==> src/rtl/gbx_pkg.sv <==
package gbx_pkg;
  // Bits needed to count 0..buf_w held bits.
  function automatic int unsigned count_bits(int unsigned buf_w);
    return $clog2(buf_w + 1);
  endfunction

  // True when a word of word_w bits still fits above fill bits.
  function automatic logic word_fits(int unsigned fill, int unsigned word_w,
                                     int unsigned buf_w);
    return (fill + word_w) <= buf_w;
  endfunction

  // True when at least word_w bits are held.
  function automatic logic word_ready(int unsigned fill, int unsigned word_w);
    return fill >= word_w;
  endfunction
endpackage

==> src/rtl/gbx_bit_order.sv <==
module gbx_bit_order #(
  parameter int unsigned W = 8
) (
  input  logic         mirror,
  input  logic [W-1:0] word_in,
  output logic [W-1:0] word_out
);
  for (genvar b = 0; b < W; b++) begin : g_lane
    assign word_out[b] = mirror ? word_in[W-1-b] : word_in[b];
  end
endmodule

==> src/rtl/gbx_fill_ctrl.sv <==
module gbx_fill_ctrl
  import gbx_pkg::*;
#(
  parameter int unsigned IN_W  = 8,
  parameter int unsigned OUT_W = 12,
  parameter int unsigned BUF_W = 25,
  parameter int unsigned CNT_W = 5
) (
  input  logic             clk,
  input  logic             rst,
  input  logic             take_in,
  input  logic             give_out,
  output logic [CNT_W-1:0] fill,
  output logic             room,
  output logic             full_word
);
  logic [CNT_W-1:0] fill_next;

  always_comb begin
    fill_next = fill;
    if (take_in)  fill_next = fill_next + CNT_W'(IN_W);
    if (give_out) fill_next = fill_next - CNT_W'(OUT_W);
  end

  always_ff @(posedge clk) begin
    if (rst) fill <= '0;
    else     fill <= fill_next;
  end

  assign room      = word_fits(32'(fill), IN_W, BUF_W);
  assign full_word = word_ready(32'(fill), OUT_W);
endmodule

==> src/rtl/gbx_shift_store.sv <==
module gbx_shift_store #(
  parameter int unsigned IN_W  = 8,
  parameter int unsigned OUT_W = 12,
  parameter int unsigned BUF_W = 25,
  parameter int unsigned CNT_W = 5
) (
  input  logic             clk,
  input  logic             rst,
  input  logic             take_in,
  input  logic             give_out,
  input  logic [CNT_W-1:0] fill,
  input  logic [IN_W-1:0]  word,
  output logic [OUT_W-1:0] head
);
  logic [BUF_W-1:0] store_q;
  logic [BUF_W-1:0] store_d;
  logic [CNT_W-1:0] base;

  // Slide first, then place the new word at the post-slide position.
  always_comb begin
    store_d = give_out ? (store_q >> OUT_W) : store_q;
    base    = give_out ? (fill - CNT_W'(OUT_W)) : fill;
    if (take_in) store_d[base +: IN_W] = word;
  end

  always_ff @(posedge clk) begin
    if (rst) store_q <= '0;
    else     store_q <= store_d;
  end

  assign head = store_q[OUT_W-1:0];
endmodule

==> src/rtl/width_gearbox.sv <==
module width_gearbox
  import gbx_pkg::*;
#(
  parameter int unsigned IN_W  = 8,
  parameter int unsigned OUT_W = 12,
  parameter int unsigned BUF_W = 3 * IN_W + 1
) (
  input  logic             clk,
  input  logic             rst,
  input  logic             in_valid,
  output logic             in_ready,
  input  logic [IN_W-1:0]  in_data,
  input  logic             in_rev,
  output logic             out_valid,
  input  logic             out_ready,
  output logic [OUT_W-1:0] out_data
);
  localparam int unsigned CNT_W = count_bits(BUF_W);

  logic             take_in;
  logic             give_out;
  logic [CNT_W-1:0] fill;
  logic [IN_W-1:0]  ordered_word;

  assign take_in  = in_valid & in_ready;
  assign give_out = out_valid & out_ready;

  gbx_bit_order #(.W(IN_W)) u_order (
    .mirror  (in_rev),
    .word_in (in_data),
    .word_out(ordered_word)
  );

  gbx_fill_ctrl #(.IN_W(IN_W), .OUT_W(OUT_W), .BUF_W(BUF_W), .CNT_W(CNT_W)) u_fill (
    .clk      (clk),
    .rst      (rst),
    .take_in  (take_in),
    .give_out (give_out),
    .fill     (fill),
    .room     (in_ready),
    .full_word(out_valid)
  );

  gbx_shift_store #(.IN_W(IN_W), .OUT_W(OUT_W), .BUF_W(BUF_W), .CNT_W(CNT_W)) u_store (
    .clk     (clk),
    .rst     (rst),
    .take_in (take_in),
    .give_out(give_out),
    .fill    (fill),
    .word    (ordered_word),
    .head    (out_data)
  );
endmodule

==> config.mk <==
export PLATFORM = sky130hd
export DESIGN_NAME = width_gearbox
export DESIGN_NICKNAME = d
export VERILOG_FILES = /design/src/rtl/gbx_pkg.sv /design/src/rtl/gbx_bit_order.sv /design/src/rtl/gbx_fill_ctrl.sv /design/src/rtl/gbx_shift_store.sv /design/src/rtl/width_gearbox.sv
export SDC_FILE = /design/constraint.sdc
export NUM_CORES = 1
export LEC_CHECK = 0
export BUFFER_PORTS_ARGS = -buffer_cell sky130_fd_sc_hd__buf_2
export CORE_MARGIN = 2
export CORE_UTILIZATION = 50
export CTS_CLUSTER_DIAMETER = 150
export DETAILED_ROUTE_END_ITERATION = 16
export GPL_TIMING_DRIVEN = 0
export PLACE_DENSITY = 0.71
export SLEW_MARGIN = 20
export SYNTH_ARGS = -nofsm -noshare
export SYNTH_HDL_FRONTEND = slang
export SYNTH_SLANG_ARGS = --single-unit
==> constraint.sdc <==
create_clock -name clk -period 5.9 [get_ports clk]
set_clock_uncertainty 0.15 [all_clocks]
set_input_delay 1.18 -clock clk [delete_from_list [all_inputs] [get_ports clk]]
set_output_delay 1.18 -clock clk [all_outputs]
set_load 0.02 [all_outputs]
==> results of run 1 <==
==> stage by stage <==
stage / cell area (um^2) / total power [mW]
detailed placement: 2180 / 0.761
floorplan: 2000 / 0.653
finish: 2250 / 0.919
CTS: 2250 / 0.916
global placement: 2180 / 0.754
global route: 2250 / 0.988
==> synthesized netlist by cell type, drive strengths merged, types with 2 or more instances <==
cell type / number
nand2b: 2
o32ai: 3
o21ai: 2
nand2: 52
mux2i: 20
clkbuf: 3
a41oi: 3
nor2: 16
o21a: 4
dfxtp: 28
nor3: 3
nand3b: 2
nor2b: 2
nand4bb: 2
nand3: 4
or2: 6
o22ai: 6
ha: 9
buf: 22
a21o: 4
a21oi: 11
mux2: 12
inv: 4
xnor2: 2
==> kinds of logic after synthesis <==
family | after synthesis
buf+inv | 29
mux | 32
flops | 28
fa+ha+maj | 9
simple gates | 98
compound gates | 37
xor+xnor | 2
==> path summary, 6_finish.rpt <==
kind / cells past startpoint / start / endpoint / slack [ns]
hold / removal: 2 / u_store.store_q[21] / u_store.store_q[21] / 0.31
setup reg to reg: 16 / u_fill.fill[2] / u_store.store_q[4] / 1.37
hold reg to reg: 2 / u_store.store_q[21] / u_store.store_q[21] / 0.31
setup / recovery: 16 / u_fill.fill[2] / u_store.store_q[4] / 1.37
==> state kept, by name, summed over array words and instances (netlist names) <==
register	flops
u_fill.fill	3
u_store.store_q	25
==> placed cells by master, fill, tap and decap left out, types with 3 or more instances in the layout <==
cell type	netlist	final
a21oi_1	11	11
buf_4	13	13
a21o_1	4	4
o32ai_1	3	3
o21a_1	4	4
a41oi_1	3	3
nor2_1	16	16
nor3_1	3	3
nand2_1	51	51
clkbuf_8	0	3
o22ai_1	6	6
ha_1	9	9
inv_1	3	3
clkbuf_1	3	3
or2_2	5	5
mux2_2	10	10
dfxtp_1	28	28
mux2i_1	20	20
buf_2	7	32
==> layer usage <==
layer,routed length [um],global-route usage (%),share of wire (%),vias up
met1,2100,31.4,48,782
met3,276,4.17,6.3,5
li1,-,-,-,873
met2,1980,34.8,45,54
met5,0,0,0,-
met4,38,5.87,0.86,0
==> layout make-up <==
cell class	count	area, um^2
tap	48	60.1
timing repair buffer	25	125
clock inverter	1	30.0
multi-input combinational	178	1260
sequential	28	561
clock buffer	3	41.3
buffer	25	166
inverter	4	15.0
fill	341	1490
==> worst register-to-register path: cells and delay by family (launching register included) <==
| kind | cells | cell delay [ns] |
|---|---|---|
| buffers and inverters | 4 | 0.73 |
| and+or+nand+nor | 4 | 0.95 |
| AOI/OAI and AO/OA | 3 | 0.71 |
| DFF | 1 | 0.40 |
| adders and majority gates | 5 | 1.47 |
==> power groups by stage <==
stage / Sequential [mW] / Combinational (mW) / Clock [mW]
6_report: 0.233 / 0.532 / 0.155
5_1_grt: 0.238 / 0.586 / 0.163
4_1_cts: 0.233 / 0.528 / 0.155
3_5_place_dp: 0.237 / 0.524 / 0
3_3_place_gp: 0.237 / 0.517 / 0
2_1_floorplan: 0.232 / 0.420 / 0
==> results.toml, run 1 <==
[placed_design]
placedCellCount = 308
post-dp-hpwl_um = 3370
preCtsSetupSlack_ns = 1.29
port-buffer-count = 25
gp_congestion = 0.855

[sta]
hold_violations = 0
finalSetupTns_ns = 0
timing.slew.headroom_pct = 67.3
max_freq_mhz = 221
post-route-period-util_pct = 76.8
worst_pin_slew_ns = 0.490
slew_viol_final = 0
hold_ws_ns = 0.312
finalCriticalPeriod_ns = 4.53
layout_setup_ws_ns = 1.37
grt_setup_unrepaired = "no"
setup_viol = 0

[flow_run]
cap_viol_max_count = 0

[critical_path]
crit_path_cell_trace = "ha_1, ha_1, a211o_2, nand2_2, inv_2, buf_2, ha_1, ha_1, ha_1, buf_2, nand4bb_4, and4bb_1, nand3_1, buf_6, a221oi_2, a311oi_1"
critPathCaptureType = "flop"
crit_slowest_cell = "ha_1"
cp_common_cell = "ha_1"
cp_data_arrival_time_ns = 4.54
path_max_fanout = 10
cp.required_ns = 5.91
max_stage_delay_ns = 0.44
cp-start-kind = "flop"
cp_top_family = "adder cells"
critPathKind = "flop to flop"
critPathBufInv = 4

[logic_synthesis]
synth_cell_types = 47
synth_ff_type = "dfxtp_1"
synthMuxAreaShare_pct = 17.2
synth_fp_nets = 257
yosysTopAreaCell = "dfxtp_1"
netlist_area_um2 = 2000
synth-compound-area-share_pct = 13.3
ys_async_sr_fraction_pct = 0
yosys.area_share.adder_pct = 5.64
synth_top_area_share_pct = 28.1
yosys_warnings = 0
synth-simple-area-share_pct = 25.9
syn_area_per_cell_um2 = 8.50
synthXorXnorAreaFrac_pct = 0.877
synth_seq_cells = 28
synth_top_family_by_area = "simple AND/OR/NAND/NOR gates"
ys_seq_area_share_pct = 28.1
synth-edff-count = 0
synth.area.top_cells = "dfxtp_1, mux2i_1, nand2_1, ha_1, mux2_2"
syn_inst = 235

[cells_and_area]
layout-area-overhead-vs-synth_pct = 12.8
final_core_util_pct = 60.2
n_antenna_cell = 0
drive_above_1_share_pct = 30.3
layout.cells.non_filler = 312
nets = 287

[clock_network]
worstSkewPairLatency_ns = 0.29
clk_pin_slew_ns = 0.10
cts-htree-levels = 1
cts_hold_buf = 0
post-cts-setup-buffers = 0
cts_buffers = 3
cts_root_buffer = "clkbuf_8"
cts_tree = "done"
cts_resized = 0
cts_max_path_buffers = 2
clkSinkCount = 28

[power_and_ir_drop]
p_int_uw = 535
peakVddDrop_uv = 188
pwr_density_cell_nw_per_um2 = 408
p_sw_uw = 384
comb_power_share_pct = 57.9
seq_power_share_pct = 25.3
leakagePower_nw = 1.01
swShare_pct = 41.8
clkPwrFrac_pct = 16.9

[die]
fp.dieH_um = 67.2
io_pins = 27
core_um2 = 3740
placementRows = 22
fp.dieArea_um2 = 4520
initial_utilization_pct = 53.4
die_x_um = 67.2

[routing]
drt-pass1-iter-count = 4
drt_wl_total_um = 4400
drcViolationCount = 0
drtIter0Drc = 113
post_drt_wl_per_cell_um = 14.1
num_vias = 1714
vias_per_cell = 5.49
antenna_left = 0

[grt]
grt_pass1_wl_um = 7560
antenna_found_initial = 0
gr-total-overflow = 0
grt_usage_pct = 22.2
grt_max_degree = 17
grt_pass1_vias = 1560

[run_status]
status = "completed"

[worst_hold_path]
worstHoldPathType = "flop to flop"
Power figures use the tool's default switching activity.
==> run 2: changes to the inputs <==
--- a/config.mk
+++ b/config.mk
@@ -11,7 +11,7 @@
 export CTS_CLUSTER_DIAMETER = 150
 export DETAILED_ROUTE_END_ITERATION = 16
 export GPL_TIMING_DRIVEN = 0
-export PLACE_DENSITY = 0.71
+export PLACE_DENSITY = 0.74
 export SLEW_MARGIN = 20
 export SYNTH_ARGS = -nofsm -noshare
 export SYNTH_HDL_FRONTEND = slang
==> constraint.sdc (replaced) <==
create_clock -name clk -period 3.8 [get_ports clk]
set_clock_uncertainty 0.15 [all_clocks]
set_input_delay 0.76 -clock clk [delete_from_list [all_inputs] [get_ports clk]]
set_output_delay 0.76 -clock clk [all_outputs]
set_load 0.02 [all_outputs]
==> results.toml, run 2 (same netlist as run 1, synthesis figures left out) <==
[sta]
setup_viol = 0
worst_pin_slew_ns = 0.476
finalSetupTns_ns = 0
hold_ws_ns = 0.315
max_freq_mhz = 275
layout_setup_ws_ns = 0.165
post-route-period-util_pct = 95.7
finalCriticalPeriod_ns = 3.63
timing.slew.headroom_pct = 67.4
slew_viol_final = 0
hold_violations = 0

[routing]
drt_wl_total_um = 4540
antenna_left = 0
post_drt_wl_per_cell_um = 14.4
drtIter0Drc = 103
drcViolationCount = 0
drt-pass1-iter-count = 4
vias_per_cell = 5.61
num_vias = 1766

[cells_and_area]
top_register = "u_store.store_q"
layout-area-overhead-vs-synth_pct = 17.8
nets = 290
drive_above_1_share_pct = 33.0
final_cell_mix = "nand2_1, buf_2, dfxtp_1"
final_common_cell = "nand2_1"
fill_cells = 356
top_regs = "u_store.store_q: 25 flops, u_fill.fill: 3 flops"
n_antenna_cell = 0
stdcell_area_um2 = 2350
largest_register_ffs = 25

[clock_network]
cts_tree = "done"
worstSkewPairLatency_ns = 0.28
cts_buffers = 3
clk_pin_slew_ns = 0.10
clkSinkCount = 28
cts_hold_buf = 0
cts_root_buffer = "clkbuf_8"
cts_max_path_buffers = 2
cts-htree-levels = 1

[critical_path]
reg2reg_setup_slack_ns = 0.17
cp-startpoint = "u_fill.fill[2]"
r2r-start = "u_fill.fill[2]"
cp.required_ns = 3.80
cp_data_arrival_time_ns = 3.64
path_max_fanout = 17
cp-start-kind = "flop"
critPathKind = "flop to flop"
critPathCaptureType = "flop"

[placed_design]
port-buffer-count = 25
gp_congestion = 0.862
placed_cell_area_um2 = 2200
preCtsSetupSlack_ns = -0.425
post-dp-hpwl_um = 3360

[grt]
grt_pass1_vias = 1529
antenna_found_initial = 0
gr-total-overflow = 0
grt_max_degree = 18
grt_usage_pct = 21.8
grt_pass1_wl_um = 7400

[die]
die_x_um = 67.2
core_um2 = 3740
placementRows = 22
fp.dieArea_um2 = 4520
fp.dieH_um = 67.2
io_pins = 27
initial_utilization_pct = 53.4

[power_and_ir_drop]
leakagePower_nw = 1.03
pwr_density_cell_nw_per_um2 = 636
power.total_mw = 1.50
peakVddDrop_uv = 356

[run_status]
status = "completed"

[worst_hold_path]
hp-start = "u_store.store_q[13]"
worstHoldPathType = "flop to flop"

[flow_run]
cap_viol_max_count = 0
-- run 2: worst max-delay path, stage by stage (launching register included) --
cell and delay [ns]:
dfxtp_4 0.38, ha_1 0.20, ha_1 0.19, a211o_4 0.37, nand2_8 0.10, inv_4 0.10, ha_4 0.25, ha_4 0.17
ha_1 0.26, clkbuf_4 0.18, nand4bb_4 0.25, and4bb_1 0.29, nand3_2 0.12, buf_6 0.17, a221oi_4 0.23, a311oi_1 0.07
-- run 2: routing by layer --
metal	share of wire (%)	vias to the layer above	global-route usage, %
li1	-	879	-
met1	49	826	31.7
met2	45	57	33.9
met3	4.6	4	2.17
met4	0.75	0	6.89
met5	0	-	0
-- run 2: timing repair --
action                                  4_1_cts  5_1_grt
buffers inserted                              1        3
pin swaps                                     1        2
resized for setup                             6        5
endpoints found under the setup margin       12        7
-- run 2: report_power, final --
group,internal [mW],switching [mW]
registers,0.334,0.0279
clock network,0.141,0.101
logic,0.401,0.492
-- run 2: final cells by class --
cell class	count	area, um^2	share of cell area [%]
multi-input cells	178	1320	56.0
flip-flops and latches	28	566	24.0
plain buffers	24	166	7.07
repair buffers	29	155	6.59
well taps	48	60.1	2.55
clock buffers	3	41.3	1.75
clock inverters	1	30.0	1.28
inverters	4	17.5	0.744
-- run 2: metrics by stage --
step                      instances  utilization, %
after floorplan                 235               -
after global placement          308            58.8
after detailed placement        308            58.8
after CTS                       312            61.5
after global routing            315            62.9
final                           315            62.9
-- run 2: path summary, 6_finish.rpt --
check	end	cells after the start
worst max-delay path	u_store.store_q[4]	15
worst min-delay path	u_store.store_q[13]	2
worst max register to register	u_store.store_q[4]	15
worst min register to register	u_store.store_q[13]	2
==> run 3: changes to the inputs <==
--- a/config.mk
+++ b/config.mk
@@ -5,13 +5,12 @@
 export SDC_FILE = /design/constraint.sdc
 export NUM_CORES = 1
 export LEC_CHECK = 0
-export BUFFER_PORTS_ARGS = -buffer_cell sky130_fd_sc_hd__buf_2
 export CORE_MARGIN = 2
-export CORE_UTILIZATION = 50
+export CORE_UTILIZATION = 40
 export CTS_CLUSTER_DIAMETER = 150
 export DETAILED_ROUTE_END_ITERATION = 16
+export DONT_BUFFER_PORTS = 1
 export GPL_TIMING_DRIVEN = 0
-export PLACE_DENSITY = 0.74
 export SLEW_MARGIN = 20
 export SYNTH_ARGS = -nofsm -noshare
 export SYNTH_HDL_FRONTEND = slang
==> results.toml, run 3 (same netlist as run 1, synthesis figures left out) <==
[routing]
drt_wl_total_um = 4660
num_vias = 1642
drtIter0Drc = 60
vias_per_cell = 5.28
drt-pass1-iter-count = 4
drcViolationCount = 0
post_drt_wl_per_cell_um = 15.0
antenna_left = 0

[cells_and_area]
layout-area-overhead-vs-synth_pct = 13.9
largest_register_ffs = 25
drive_above_1_share_pct = 28.7
top_register = "u_store.store_q"
top_regs = "u_store.store_q: 25 flops, u_fill.fill: 3 flops"
final_core_util_pct = 47.6
nets = 267
n_antenna_cell = 0
final_cell_mix = "nand2_1, dfxtp_1, mux2i_1"
stdcell_area_um2 = 2280
fill_cells = 468
final_common_cell = "nand2_1"

[power_and_ir_drop]
comb_power_share_pct = 61.7
p_int_uw = 815
pwr_density_cell_nw_per_um2 = 630
clkPwrFrac_pct = 12.9
peakVddDrop_uv = 318
swShare_pct = 43.2
leakagePower_nw = 0.916
seq_power_share_pct = 25.4
p_sw_uw = 620

[clock_network]
worstSkewPairLatency_ns = 0.27
cts_tree = "done"
cts_buffers = 3
clk_pin_slew_ns = 0.10
cts_root_buffer = "clkbuf_8"
cts_max_path_buffers = 2
cts-htree-levels = 1
clkSinkCount = 28
cts_hold_buf = 0

[die]
initial_utilization_pct = 41.8
placementRows = 25
fp.dieH_um = 74.7
core_um2 = 4790
die_x_um = 74.7
io_pins = 27
fp.dieArea_um2 = 5580

[critical_path]
r2r-end = "u_store.store_q[4]"
cp.required_ns = 3.80
max_stage_delay_ns = 0.40
path_max_fanout = 17
reg2reg_setup_slack_ns = 0.14
critPathCaptureType = "flop"
r2r-start = "u_fill.fill[2]"
critPathKind = "flop to flop"
cp-start-kind = "flop"
cp_data_arrival_time_ns = 3.66
cp_common_cell = "ha_1"
reg2reg_depth = 15
crit_path_cell_trace = "ha_1, ha_1, a211o_4, nand2_8, inv_6, ha_4, ha_4, ha_1, clkbuf_4, nand4bb_4, and4bb_1, nand3_2, buf_6, a221oi_4, a311oi_1"
crit_slowest_cell = "a211o_4"

[grt]
grt_pass1_vias = 1538
grt_pass1_wl_um = 7620
antenna_found_initial = 0
grt_max_degree = 18
grt_usage_pct = 17.8
gr-total-overflow = 0

[sta]
max_freq_mhz = 273
slew_viol_final = 0
finalCriticalPeriod_ns = 3.66
worst_pin_slew_ns = 0.484
hold_violations = 0
post-route-period-util_pct = 96.4
grt_setup_unrepaired = "no"
timing.slew.headroom_pct = 66.8
setup_viol = 0
layout_setup_ws_ns = 0.139

[placed_design]
gp_congestion = 0.805
preCtsSetupSlack_ns = -0.454
placed_cell_area_um2 = 2100
port-buffer-count = 0
post-dp-hpwl_um = 3540

[flow_run]
cap_viol_max_count = 0

[worst_hold_path]
hp-start = "u_store.store_q[14]"
min_path_cells = 2
hold_path_end = "u_store.store_q[14]"
worstHoldPathType = "flop to flop"

[run_status]
status = "completed"
## run 3: cell count changes in the layout (fill, tap and decap cells not counted), sizes merged
cell / before / now
bufinv: 1 / 0
buf: 48 / 26
## run 3: routing by layer
layer / global-route usage, % / up-vias / routed length (um)
li1: - / 830 / -
met5: 0 / - / 0
met1: 26.4 / 766 / 2300
met4: 3.97 / 0 / 63
met3: 2.41 / 4 / 202
met2: 27.5 / 42 / 2090
## run 3: cell type report
type                    count  area [um^2]  share of cell area (%)
multi-input cells         178         1340                    58.9
inverters                   4         20.0                   0.880
flip-flops and latches     28          567                    24.9
repair buffers              6         42.5                    1.87
clock buffers               4         55.1                    2.42
well taps                  67         83.8                    3.68
plain buffers              24          166                    7.31
## run 3: power groups by stage
stage | clock (mW) | combinational [mW] | sequential [mW]
2_1_floorplan | 0 | 0.664 | 0.362
3_3_place_gp | 0 | 0.785 | 0.369
3_5_place_dp | 0 | 0.797 | 0.370
4_1_cts | 0.189 | 0.823 | 0.366
5_1_grt | 0.200 | 0.968 | 0.371
6_report | 0.185 | 0.885 | 0.364
## run 3: metrics by stage
| stage | power [mW] | hold WS (ns) | instances | setup TNS (ns) |
|---|---|---|---|---|
| floorplan | 1.03 | 0.284 | 235 | 0 |
| global placement | 1.15 | 0.295 | 302 | -2.62 |
| detailed placement | 1.17 | 0.297 | 302 | -3.19 |
| CTS | 1.38 | 0.316 | 305 | 0 |
| global route | 1.54 | 0.326 | 311 | 0 |
| finish | 1.43 | 0.312 | 311 | 0 |
## run 3: worst max path at each step
stage / to / slack [ns] / start
after floorplan: u_store.store_q[4] / 0.001 / u_fill.fill[2]
after CTS: u_store.store_q[4] / 0.01 / u_fill.fill[2]
after global placement: u_store.store_q[4] / -0.42 / u_fill.fill[2]
final: u_store.store_q[4] / 0.14 / u_fill.fill[2]
after global routing: u_store.store_q[4] / 0.01 / u_fill.fill[2]
after detailed placement: u_store.store_q[4] / -0.45 / u_fill.fill[2]
## run 3: worst max-delay path, delay by kind of cell (launching register included)
kind                       cells  cell delay [ns]
adders and majority gates      5             1.07
buffers and inverters          3             0.43
and+or+nand+nor                4             0.79
AOI/OAI and AO/OA              3             0.71
DFF                            1             0.38
## run 3: timing repair
item | 4_1_cts | 5_1_grt
buffers inserted | 0 | 5
pin swaps | 1 | 5
cloned | 0 | 1
resized for setup | 7 | 11
setup endpoints to repair | 13 | 7
endpoints found under the hold margin | 0 | 0
